File: config.mk
export PLATFORM = sky130hd
export DESIGN_NAME = mp_serial_rx
export DESIGN_NICKNAME = d
export VERILOG_FILES = /design/src/rtl/mprx_pkg.sv /design/src/rtl/mprx_addr_match.sv /design/src/rtl/mprx_ctrl.sv /design/src/rtl/mprx_dp.sv /design/src/rtl/mp_serial_rx.sv
export SDC_FILE = /design/constraint.sdc
export NUM_CORES = 1
export LEC_CHECK = 0
export ABC_AREA = 1
export CAP_MARGIN = 0
export CORE_UTILIZATION = 55
export DETAILED_ROUTE_END_ITERATION = 8
export HOLD_SLACK_MARGIN = 0.1
export PLACE_DENSITY = 0.84
export SYNTH_ARGS = -nofsm -noshare
export SYNTH_HDL_FRONTEND = slang
export SYNTH_SLANG_ARGS = --single-unit
File: constraint.sdc
create_clock -name clk -period 2.85 [get_ports clk]
set_input_delay 0.57 -clock clk [delete_from_list [all_inputs] [get_ports clk]]
set_output_delay 0.57 -clock clk [all_outputs]
set_load 0.05 [all_outputs]
File: src/rtl/mprx_pkg.sv
package mprx_pkg;

  typedef enum logic [1:0] {
    RX_IDLE  = 2'd0,
    RX_START = 2'd1,
    RX_BITS  = 2'd2,
    RX_STOP  = 2'd3
  } rxState_t;

  typedef enum logic [1:0] {
    MODE_OFF  = 2'd0,
    MODE_8BIT = 2'd1,
    MODE_9A   = 2'd2,
    MODE_9B   = 2'd3
  } rxMode_t;

  // strobes from control to datapath
  typedef struct packed {
    logic shiftIn;   // sample the line into the shifter
    logic frameEnd;  // stop bit sample point: evaluate frame
  } rxStrobe_t;

endpackage

File: src/rtl/mprx_addr_match.sv
module mprx_addr_match #(
  parameter int DATA_W = 8
) (
  input  logic [DATA_W-1:0] payload,
  input  logic [DATA_W-1:0] ownAddr,
  input  logic [DATA_W-1:0] addrMask,
  output logic              givenHit,
  output logic              bcastHit
);

  logic [DATA_W-1:0] givenOk;
  logic [DATA_W-1:0] bcastOk;

  for (genvar i = 0; i < DATA_W; i++) begin : g_bit
    // mask bit 0 means don't-care for the given pattern
    assign givenOk[i] = !addrMask[i] || (payload[i] == ownAddr[i]);
    // broadcast pattern bit 1 demands a 1 in the payload
    assign bcastOk[i] = !(ownAddr[i] | addrMask[i]) || payload[i];
  end

  assign givenHit = &givenOk;
  assign bcastHit = &bcastOk;

endmodule

File: src/rtl/mprx_ctrl.sv
module mprx_ctrl
  import mprx_pkg::*;
#(
  parameter int OSR    = 16,
  parameter int DATA_W = 8
) (
  input  logic       clk,
  input  logic       rstN,
  input  logic       baudTick,
  input  logic       lineS,
  input  logic [1:0] modeSel,
  output rxStrobe_t  strb
);

  localparam int CNT_W  = $clog2(OSR);
  localparam int BCNT_W = $clog2(DATA_W + 2);
  localparam logic [CNT_W-1:0]  MID_CNT  = CNT_W'(OSR / 2 - 1);
  localparam logic [CNT_W-1:0]  LAST_CNT = CNT_W'(OSR - 1);

  rxState_t          state;
  logic [CNT_W-1:0]  tickCnt;
  logic [BCNT_W-1:0] bitCnt;
  logic              nineBit;
  logic [BCNT_W-1:0] lastBit;
  logic              active;

  assign active  = (rxMode_t'(modeSel) != MODE_OFF);
  assign nineBit = modeSel[1];
  assign lastBit = nineBit ? BCNT_W'(DATA_W) : BCNT_W'(DATA_W - 1);

  always_comb begin
    strb = '0;
    if (baudTick && tickCnt == LAST_CNT) begin
      strb.shiftIn  = (state == RX_BITS);
      strb.frameEnd = (state == RX_STOP);
    end
  end

  always_ff @(posedge clk or negedge rstN) begin
    if (!rstN) begin
      state   <= RX_IDLE;
      tickCnt <= '0;
      bitCnt  <= '0;
    end else if (!active) begin
      state   <= RX_IDLE;
      tickCnt <= '0;
      bitCnt  <= '0;
    end else if (baudTick) begin
      case (state)
        RX_IDLE: begin
          tickCnt <= '0;
          if (!lineS) state <= RX_START;
        end
        RX_START: begin
          if (tickCnt == MID_CNT) begin
            tickCnt <= '0;
            bitCnt  <= '0;
            state   <= lineS ? RX_IDLE : RX_BITS;
          end else begin
            tickCnt <= tickCnt + 1'b1;
          end
        end
        RX_BITS: begin
          if (tickCnt == LAST_CNT) begin
            tickCnt <= '0;
            bitCnt  <= bitCnt + 1'b1;
            if (bitCnt == lastBit) state <= RX_STOP;
          end else begin
            tickCnt <= tickCnt + 1'b1;
          end
        end
        RX_STOP: begin
          if (tickCnt == LAST_CNT) begin
            tickCnt <= '0;
            state   <= RX_IDLE;
          end else begin
            tickCnt <= tickCnt + 1'b1;
          end
        end
        default: state <= RX_IDLE;
      endcase
    end
  end


  strobe_exclusive_chk: assert property (@(posedge clk) disable iff (!rstN)
    $onehot0({strb.shiftIn, strb.frameEnd}));


  off_stays_idle_chk: assert property (@(posedge clk) disable iff (!rstN)
    (modeSel == 2'd0) |=> (state == RX_IDLE && !strb.frameEnd));

endmodule

File: src/rtl/mprx_dp.sv
module mprx_dp
  import mprx_pkg::*;
#(
  parameter int DATA_W = 8
) (
  input  logic              clk,
  input  logic              rstN,
  input  logic              rxLine,
  input  logic [1:0]        modeSel,
  input  logic              filtEn,
  input  logic [DATA_W-1:0] slaveAddr,
  input  logic [DATA_W-1:0] addrMask,
  input  logic              flagSel,
  input  logic              statWe,
  input  logic              statWd,
  input  logic              rxFlagClr,
  input  rxStrobe_t         strb,
  output logic              lineS,
  output logic [DATA_W-1:0] rxData,
  output logic              rxBit9,
  output logic              rxFlag,
  output logic              statusBit
);

  localparam int SR_W = DATA_W + 1;

  logic [1:0]        syncQ;
  logic [SR_W-1:0]   shiftReg;
  logic              nineBit;
  logic [DATA_W-1:0] payload;
  logic              ninth;
  logic              qualifier;
  logic              givenHit;
  logic              bcastHit;
  logic              accept;
  logic              loadFrame;
  logic              feSet;
  logic              feFlag;
  logic              modeBit;

  always_ff @(posedge clk or negedge rstN) begin
    if (!rstN) syncQ <= 2'b11;
    else       syncQ <= {syncQ[0], rxLine};
  end
  assign lineS = syncQ[1];

  // LSB first: new bits enter at the top
  always_ff @(posedge clk or negedge rstN) begin
    if (!rstN)             shiftReg <= '0;
    else if (strb.shiftIn) shiftReg <= {lineS, shiftReg[SR_W-1:1]};
  end

  assign nineBit = modeSel[1];
  // at frameEnd lineS is the stop bit sample
  assign payload   = nineBit ? shiftReg[DATA_W-1:0] : shiftReg[SR_W-1:1];
  assign ninth     = nineBit ? shiftReg[SR_W-1] : lineS;
  assign qualifier = nineBit ? shiftReg[SR_W-1] : lineS;

  mprx_addr_match #(.DATA_W(DATA_W)) match_i (
    .payload (payload),
    .ownAddr (slaveAddr),
    .addrMask(addrMask),
    .givenHit(givenHit),
    .bcastHit(bcastHit)
  );

  assign accept    = !filtEn || (qualifier && (givenHit || bcastHit));
  assign loadFrame = strb.frameEnd && accept && !rxFlag;
  assign feSet     = strb.frameEnd && !lineS;

  always_ff @(posedge clk or negedge rstN) begin
    if (!rstN) begin
      rxData <= '0;
      rxBit9 <= 1'b0;
    end else if (loadFrame) begin
      rxData <= payload;
      rxBit9 <= ninth;
    end
  end

  always_ff @(posedge clk or negedge rstN) begin
    if (!rstN)          rxFlag <= 1'b0;
    else if (loadFrame) rxFlag <= 1'b1;
    else if (rxFlagClr) rxFlag <= 1'b0;
  end

  always_ff @(posedge clk or negedge rstN) begin
    if (!rstN)                    feFlag <= 1'b0;
    else if (feSet)               feFlag <= 1'b1;
    else if (statWe && flagSel)   feFlag <= statWd;
  end

  always_ff @(posedge clk or negedge rstN) begin
    if (!rstN)                    modeBit <= 1'b0;
    else if (statWe && !flagSel)  modeBit <= statWd;
  end

  assign statusBit = flagSel ? feFlag : modeBit;


  data_hold_chk: assert property (@(posedge clk) disable iff (!rstN)
    rxFlag |=> ($stable(rxData) && $stable(rxBit9)));


  fe_sticky_chk: assert property (@(posedge clk) disable iff (!rstN)
    (feFlag && !(statWe && flagSel)) |=> feFlag);


  mode_bit_hold_chk: assert property (@(posedge clk) disable iff (!rstN)
    (!statWe || flagSel) |=> $stable(modeBit));


  flag_clear_chk: assert property (@(posedge clk) disable iff (!rstN)
    (rxFlag && rxFlagClr) |=> !rxFlag);


  bad_stop_reject_chk: assert property (@(posedge clk) disable iff (!rstN)
    (strb.frameEnd && !nineBit && filtEn && !lineS && !rxFlag) |=> !rxFlag);

endmodule

File: src/rtl/mp_serial_rx.sv
module mp_serial_rx
  import mprx_pkg::*;
#(
  parameter int OSR    = 16,
  parameter int DATA_W = 8
) (
  input  logic              clk,
  input  logic              rstN,
  input  logic              rxLine,
  input  logic              baudTick,
  input  logic [1:0]        modeSel,
  input  logic              filtEn,
  input  logic [DATA_W-1:0] slaveAddr,
  input  logic [DATA_W-1:0] addrMask,
  input  logic              flagSel,
  input  logic              statWe,
  input  logic              statWd,
  input  logic              rxFlagClr,
  output logic [DATA_W-1:0] rxData,
  output logic              rxBit9,
  output logic              rxFlag,
  output logic              statusBit
);

  rxStrobe_t strb;
  logic      lineS;

  mprx_ctrl #(.OSR(OSR), .DATA_W(DATA_W)) ctrl_i (
    .clk     (clk),
    .rstN    (rstN),
    .baudTick(baudTick),
    .lineS   (lineS),
    .modeSel (modeSel),
    .strb    (strb)
  );

  mprx_dp #(.DATA_W(DATA_W)) dp_i (
    .clk      (clk),
    .rstN     (rstN),
    .rxLine   (rxLine),
    .modeSel  (modeSel),
    .filtEn   (filtEn),
    .slaveAddr(slaveAddr),
    .addrMask (addrMask),
    .flagSel  (flagSel),
    .statWe   (statWe),
    .statWd   (statWd),
    .rxFlagClr(rxFlagClr),
    .strb     (strb),
    .lineS    (lineS),
    .rxData   (rxData),
    .rxBit9   (rxBit9),
    .rxFlag   (rxFlag),
    .statusBit(statusBit)
  );

endmodule

; After elaboration in Yosys (flattened, before gate mapping)
; Index checks and enable logic that the tools add are counted.
[totals]
regBits = 33
input_bits = 27
output_inout_bits = 11
elab_cells = 123
[classes]
add_sub_neg = 2
n_eq_ne = 21
n_mux = 28
bitwise = 8
reduce_logical = 54
[ops]
columns = operator, n
row1 = 2-to-1 mux 4 bit, 9
row2 = zero test 1 bit, 20
row3 = logical OR 1 bit, 18
row4 = 2-to-1 mux 2 bit, 9
row5 = "!= test 3 bit, second input constant", 6
row6 = AND reduction 8 bit, 2
row7 = case mux 4 bit (3 select lines), 1
row8 = "adder 4 x 1 -> 4 bit, second input constant", 2
row9 = equality test 1 bit, 8
row10 = 2-to-1 mux 8 bit, 1
row11 = bitwise OR 1 bit, 8
row12 = case mux 2 bit (4 select lines), 1
row13 = case mux 4 bit (2 select lines), 1
row14 = logical AND 1 bit, 7
row15 = 2-to-1 mux 1 bit, 6
row16 = AND reduction 6 bit, 1
row17 = nonzero test 2 bit, 3
row18 = "equality test 2 bit, second input constant", 2
row19 = "equality test 4 x 3 -> 1 bit, second input constant", 1
row20 = equality test 4 bit, 1
row21 = "equality test 4 bit, second input constant", 1
row22 = AND reduction 4 bit, 1
row23 = "equality test 2 x 1 -> 1 bit, second input constant", 1
row24 = zero test 2 bit, 1
row25 = other kinds (2), 2

; Logic depth before layout (Yosys ltp)
[logic_depth]
word_depth = 10
mapped_depth = 14
ltp_nobuf = 14

; Hierarchy
; From an unflattened synthesis, not the netlist that was laid out.
[hier_totals]
hier_cells = 268
area_unflattened_um2 = 1959.4
[by_module_without_submodules]
columns = mod, instances, cells_per_inst, area_each_um2, seq_area_each_um2
row1 = mprx_dp, 1, 118, 1019.7, 578.1
row2 = mprx_ctrl, 1, 97, 705.7, 250.2
row3 = mprx_addr_match, 1, 53, 234.0, 0.0

; Worst setup path after synthesis
; OpenSTA, ideal clock, no wires.
[synth_timing]
kind = input-to-reg
start = input modeSel[1]
end = register dp_i.rxBit9
setup_time_ns = 0.119
arrival_time_ns = 1.601
required_ns = 2.731
path_slack_ns = 1.129
cell_stages = 14
path_buffers = 2
cell_sequence = buf_6 -> buf_8 -> nand2_1 -> nand3_1 -> nand3_1 -> nand2_1 -> nor2_1 -> nand2_1 -> nand2_1 -> nand2_2 -> nand2_4 -> nand2_4 -> nand2_1 -> nand2_1
[synth_between]
elab_chain_len = 9
word_cells_on_any_way = 33
cone_classes = eq/ne (8) / mux (2) / reduce/logical (23)
[synth_rtl]
columns = item, line_no
row1 = start: declaration, mp_serial_rx.sv:11  ; input logic [1:0] modeSel,
row2 = 2-to-1 mux 8 bit, mprx_dp.sv:55  ; assign payload = nineBit ? shiftReg[DATA_W-1:0] : shiftReg[SR_W-1:1];
row3 = equality test 1 bit, mprx_addr_match.sv:16  ; assign givenOk[i] = !addrMask[i] || (payload[i] == ownAddr[i]);
row4 = logical OR 1 bit, mprx_addr_match.sv:16
row5 = AND reduction 8 bit, mprx_addr_match.sv:21  ; assign givenHit = &givenOk;
row6 = logical OR 1 bit, mprx_dp.sv:67  ; assign accept = !filtEn || (qualifier && (givenHit || bcastHit));
row7 = logical AND 1 bit, mprx_dp.sv:67
row8 = logical OR 1 bit, mprx_dp.sv:67
row9 = logical AND 1 bit (2 in series), mprx_dp.sv:68  ; assign loadFrame = strb.frameEnd && accept && !rxFlag;
row10 = end signal: assignment, mprx_dp.sv:77  ; rxBit9 <= ninth;
row11 = end: declaration, mprx_dp.sv:20  ; output logic rxBit9,
; Several ways; a longest one is shown, not always the timed one.
; A chain may end at the register's enable or synchronous reset.

; Final worst setup path
[layout_timing]
start = register dp_i.rxFlag
end = output rxFlag
[layout_lines]
columns = item, line_no
row1 = start: declaration, mprx_dp.sv:21  ; output logic rxFlag,
row2 = start signal: assignment, mprx_dp.sv:82  ; if (!rstN) rxFlag <= 1'b0;
row3 = start signal: assignment, mprx_dp.sv:83  ; else if (loadFrame) rxFlag <= 1'b1;
row4 = start signal: assignment, mprx_dp.sv:84  ; else if (rxFlagClr) rxFlag <= 1'b0;
row5 = end: declaration, mp_serial_rx.sv:21  ; output logic rxFlag,
; No word-level cell between the ends.

==> run summary <==
Routed Antenna Nets -> 0
Most frequent cell after synthesis -> nand2_1
Int Power -> 761.6 uW
CTS sink count -> 33
Comb pwr share -> 0.259
Area contributors post-synth -> dfrtp_1 (39%), nand2_1 (19%), nand3_1 (9.3%), inv_1 (7.4%), o21ai_0 (7.3%)
Worst-skew pair later-pin latency -> 340 ps
Post-DP Area -> 2384 um2
# DRC -> 0
Slew Limit Fails -> 0
DP Worst Slack -> 381.2 ps
Antenna violations before repair -> 0
Die height -> 62.07 um
Async set-reset flop share out of synthesis -> 1.000
Register Area -> 828.3 um2
Antenna Cells -> 0
Pwr per Cell Area -> 463.4 nW/um2
Sw Ratio -> 0.3301
Crit start category -> register
Crit path time final -> 2117 ps
Fmax -> 472.3 MHz
Fin worst setup slack -> 732.8 ps
Critical Path AT -> 1550 ps
First-pass GRT wire length -> 6561 um
Die ar. -> 3852 um2
Endpoints failing setup -> 0
Layout cells sized above 1 -> 0.07317
Core area -> 3390 um2
CP max stage cell -> clkdlybuf4s50_1
CTS Buffer Depth -> 2
Most frequent cells after synthesis -> nand2_1 (98), inv_1 (39), nand3_1 (37)
Clock transition at the registers of the reported paths -> 100 ps
Clock Tree Root -> clkbuf_4
Rel. slew slack -> 0.6325
Final net count -> 356
CTS tree -> built
Fill cells -> 282
DR vias/cell -> 5.217
Final design area excluding fillers -> 2454 um2
CP Buf/Inv Count -> 1
Leak -> 1.257 nW
Yosys synthesis warning count -> 0
Switch Pwr -> 375.4 uW
DPL Wire Length -> 3093 um
VDD IR-drop max -> 303.5 uV
Worst path top cell family by delay -> buffers and inverters
Max Cap Viol -> 0
Unrepaired setup endpoints after global routing -> false
Worst Tran Pin Value -> 549.8 ps
Post-CTS Setup Inserts -> 0
Area leader, netlist -> dfrtp_1
Post-synthesis sequential area ratio -> 0.4174
Final Util -> 0.7239
Mapped Area -> 1984 um2
Router iterations before antenna repair -> 4
Num rows -> 21
Vias in the first global route -> 1578
Critical path class -> reg2out
Largest net degree at the start of global routing -> 34
Status -> finished clean
Ports -> 38
Initial DRC Count -> 76
GRT Total Usage -> 0.2323
WL/cell -> 10.85 um
Final WL -> 4058 um
Clock power frac -> 0.266
Input/output buffers -> 37
Layout area overhead -> 23.64%
CP max stage delay -> 810 ps
Hold crit path type -> reg2reg
DR vias -> 1951
Unique cell type count in the Yosys netlist -> 27
Critical Path RT -> 2280 ps
Total gr overflow -> 0
Seq pwr share -> 0.475
Crit path cell chain -> clkdlybuf4s50_1
Post-synth top area share -> 0.3909
Initial core utilization -> 0.5855
Routability Congestion -> 0.8308
Die W -> 62.07 um
Post-synth EDFFs -> 0
Fin Setup TNS -> 0 ps
H-tree depth -> 2
Skew final -> 15.65 ps
Max Fanout on Critical Path -> 3
Cells after synthesis -> 285
CTS Buf Count -> 5
Setup slack, reg-to-reg -> 1030 ps
Synth Flop Type -> dfrtp_1
Flop and latch count out of synthesis -> 33
Final Hold Fails -> 0
Syn_nets -> 314
CP endpoint kind -> primary output
Area of the multi-input gates -> 957.2 um2
Avg Cell Area, Syn -> 6.963 um2
Tcrit/Tclk final -> 0.7429
Resize count post-CTS -> 0
Hold buffers post-CTS -> 0
-- kinds of logic after synthesis --
family,count (synthesis),share of synthesized area
and+or+nand+nor,161,0.3525
AOI/OAI and AO/OA,43,0.1173
DFF,33,0.4174
buffers and inverters,46,0.1002
adders and majority gates,2,0.01261
-- through the flow --
step	power (mW)	cells	hold slack (ps)
2_1_floorplan	0.7405	285	274.4
3_3_place_gp	0.8311	366	347.3
3_5_place_dp	0.8394	366	347.2
4_1_cts	1.142	374	362.8
5_1_grt	1.218	374	368.1
6_report	1.137	374	361.0
-- final cells by class --
type / count / area share
repair buffers: 39 / 0.1560
well taps: 46 / 0.02346
clock inverters: 1 / 0.002040
flip-flops and latches: 33 / 0.3376
clock buffers: 7 / 0.02652
multi-input cells: 206 / 0.3901
inverters: 42 / 0.06425
-- sequential cells by signal, indices dropped and copies added, names as in the netlist, 2 cells and up --
register / cells
ctrl_i.tickCnt: 4
dp_i.shiftReg: 9
dp_i.syncQ: 2
ctrl_i.state: 2
ctrl_i.bitCnt: 4
dp_i.rxData: 8
-- power by group through the flow --
stage | Clock [mW] | Sequential (mW) | Combinational, mW
after floorplan | 0 | 0.539 | 0.202
after global placement | 0 | 0.547 | 0.284
after detailed placement | 0 | 0.548 | 0.291
after CTS | 0.310 | 0.539 | 0.294
after global routing | 0.334 | 0.546 | 0.338
final | 0.302 | 0.540 | 0.294
-- placed cells by master (no fill, tap or decap), types with 5 or more instances in the layout --
cell	netlist	layout
nor2_1	11	11
nand3_1	37	37
dfrtp_1	31	31
clkbuf_4	0	5
clkdlybuf4s50_1	0	36
o21ai_0	29	29
a21oi_1	6	6
inv_1	39	39
nand2_1	98	98
-- path summary, 6_finish.rpt --
check / from / endpoint / depth (start not counted)
max: dp_i.rxFlag / rxFlag / 1
min: dp_i.syncQ[0] / dp_i.syncQ[1] / 0
max reg2reg: ctrl_i.tickCnt[0] / dp_i.rxData[1] / 10
min reg2reg: dp_i.syncQ[0] / dp_i.syncQ[1] / 0
max in group asynchronous: rstN / dp_i.syncQ[1] / 2
min in group asynchronous: rstN / ctrl_i.tickCnt[2] / 2
-- routing by layer --
metal	part of all wire	routed length [um]	vias to the layer above	global-route usage
met5	0	0	-	0
met4	0.0099	40	0	0.07302
met3	0.061	248	5	0.05176
met2	0.45	1808	73	0.3571
met1	0.48	1959	871	0.3255
li1	-	-	1002	-
(Power assumes the default switching activity.)
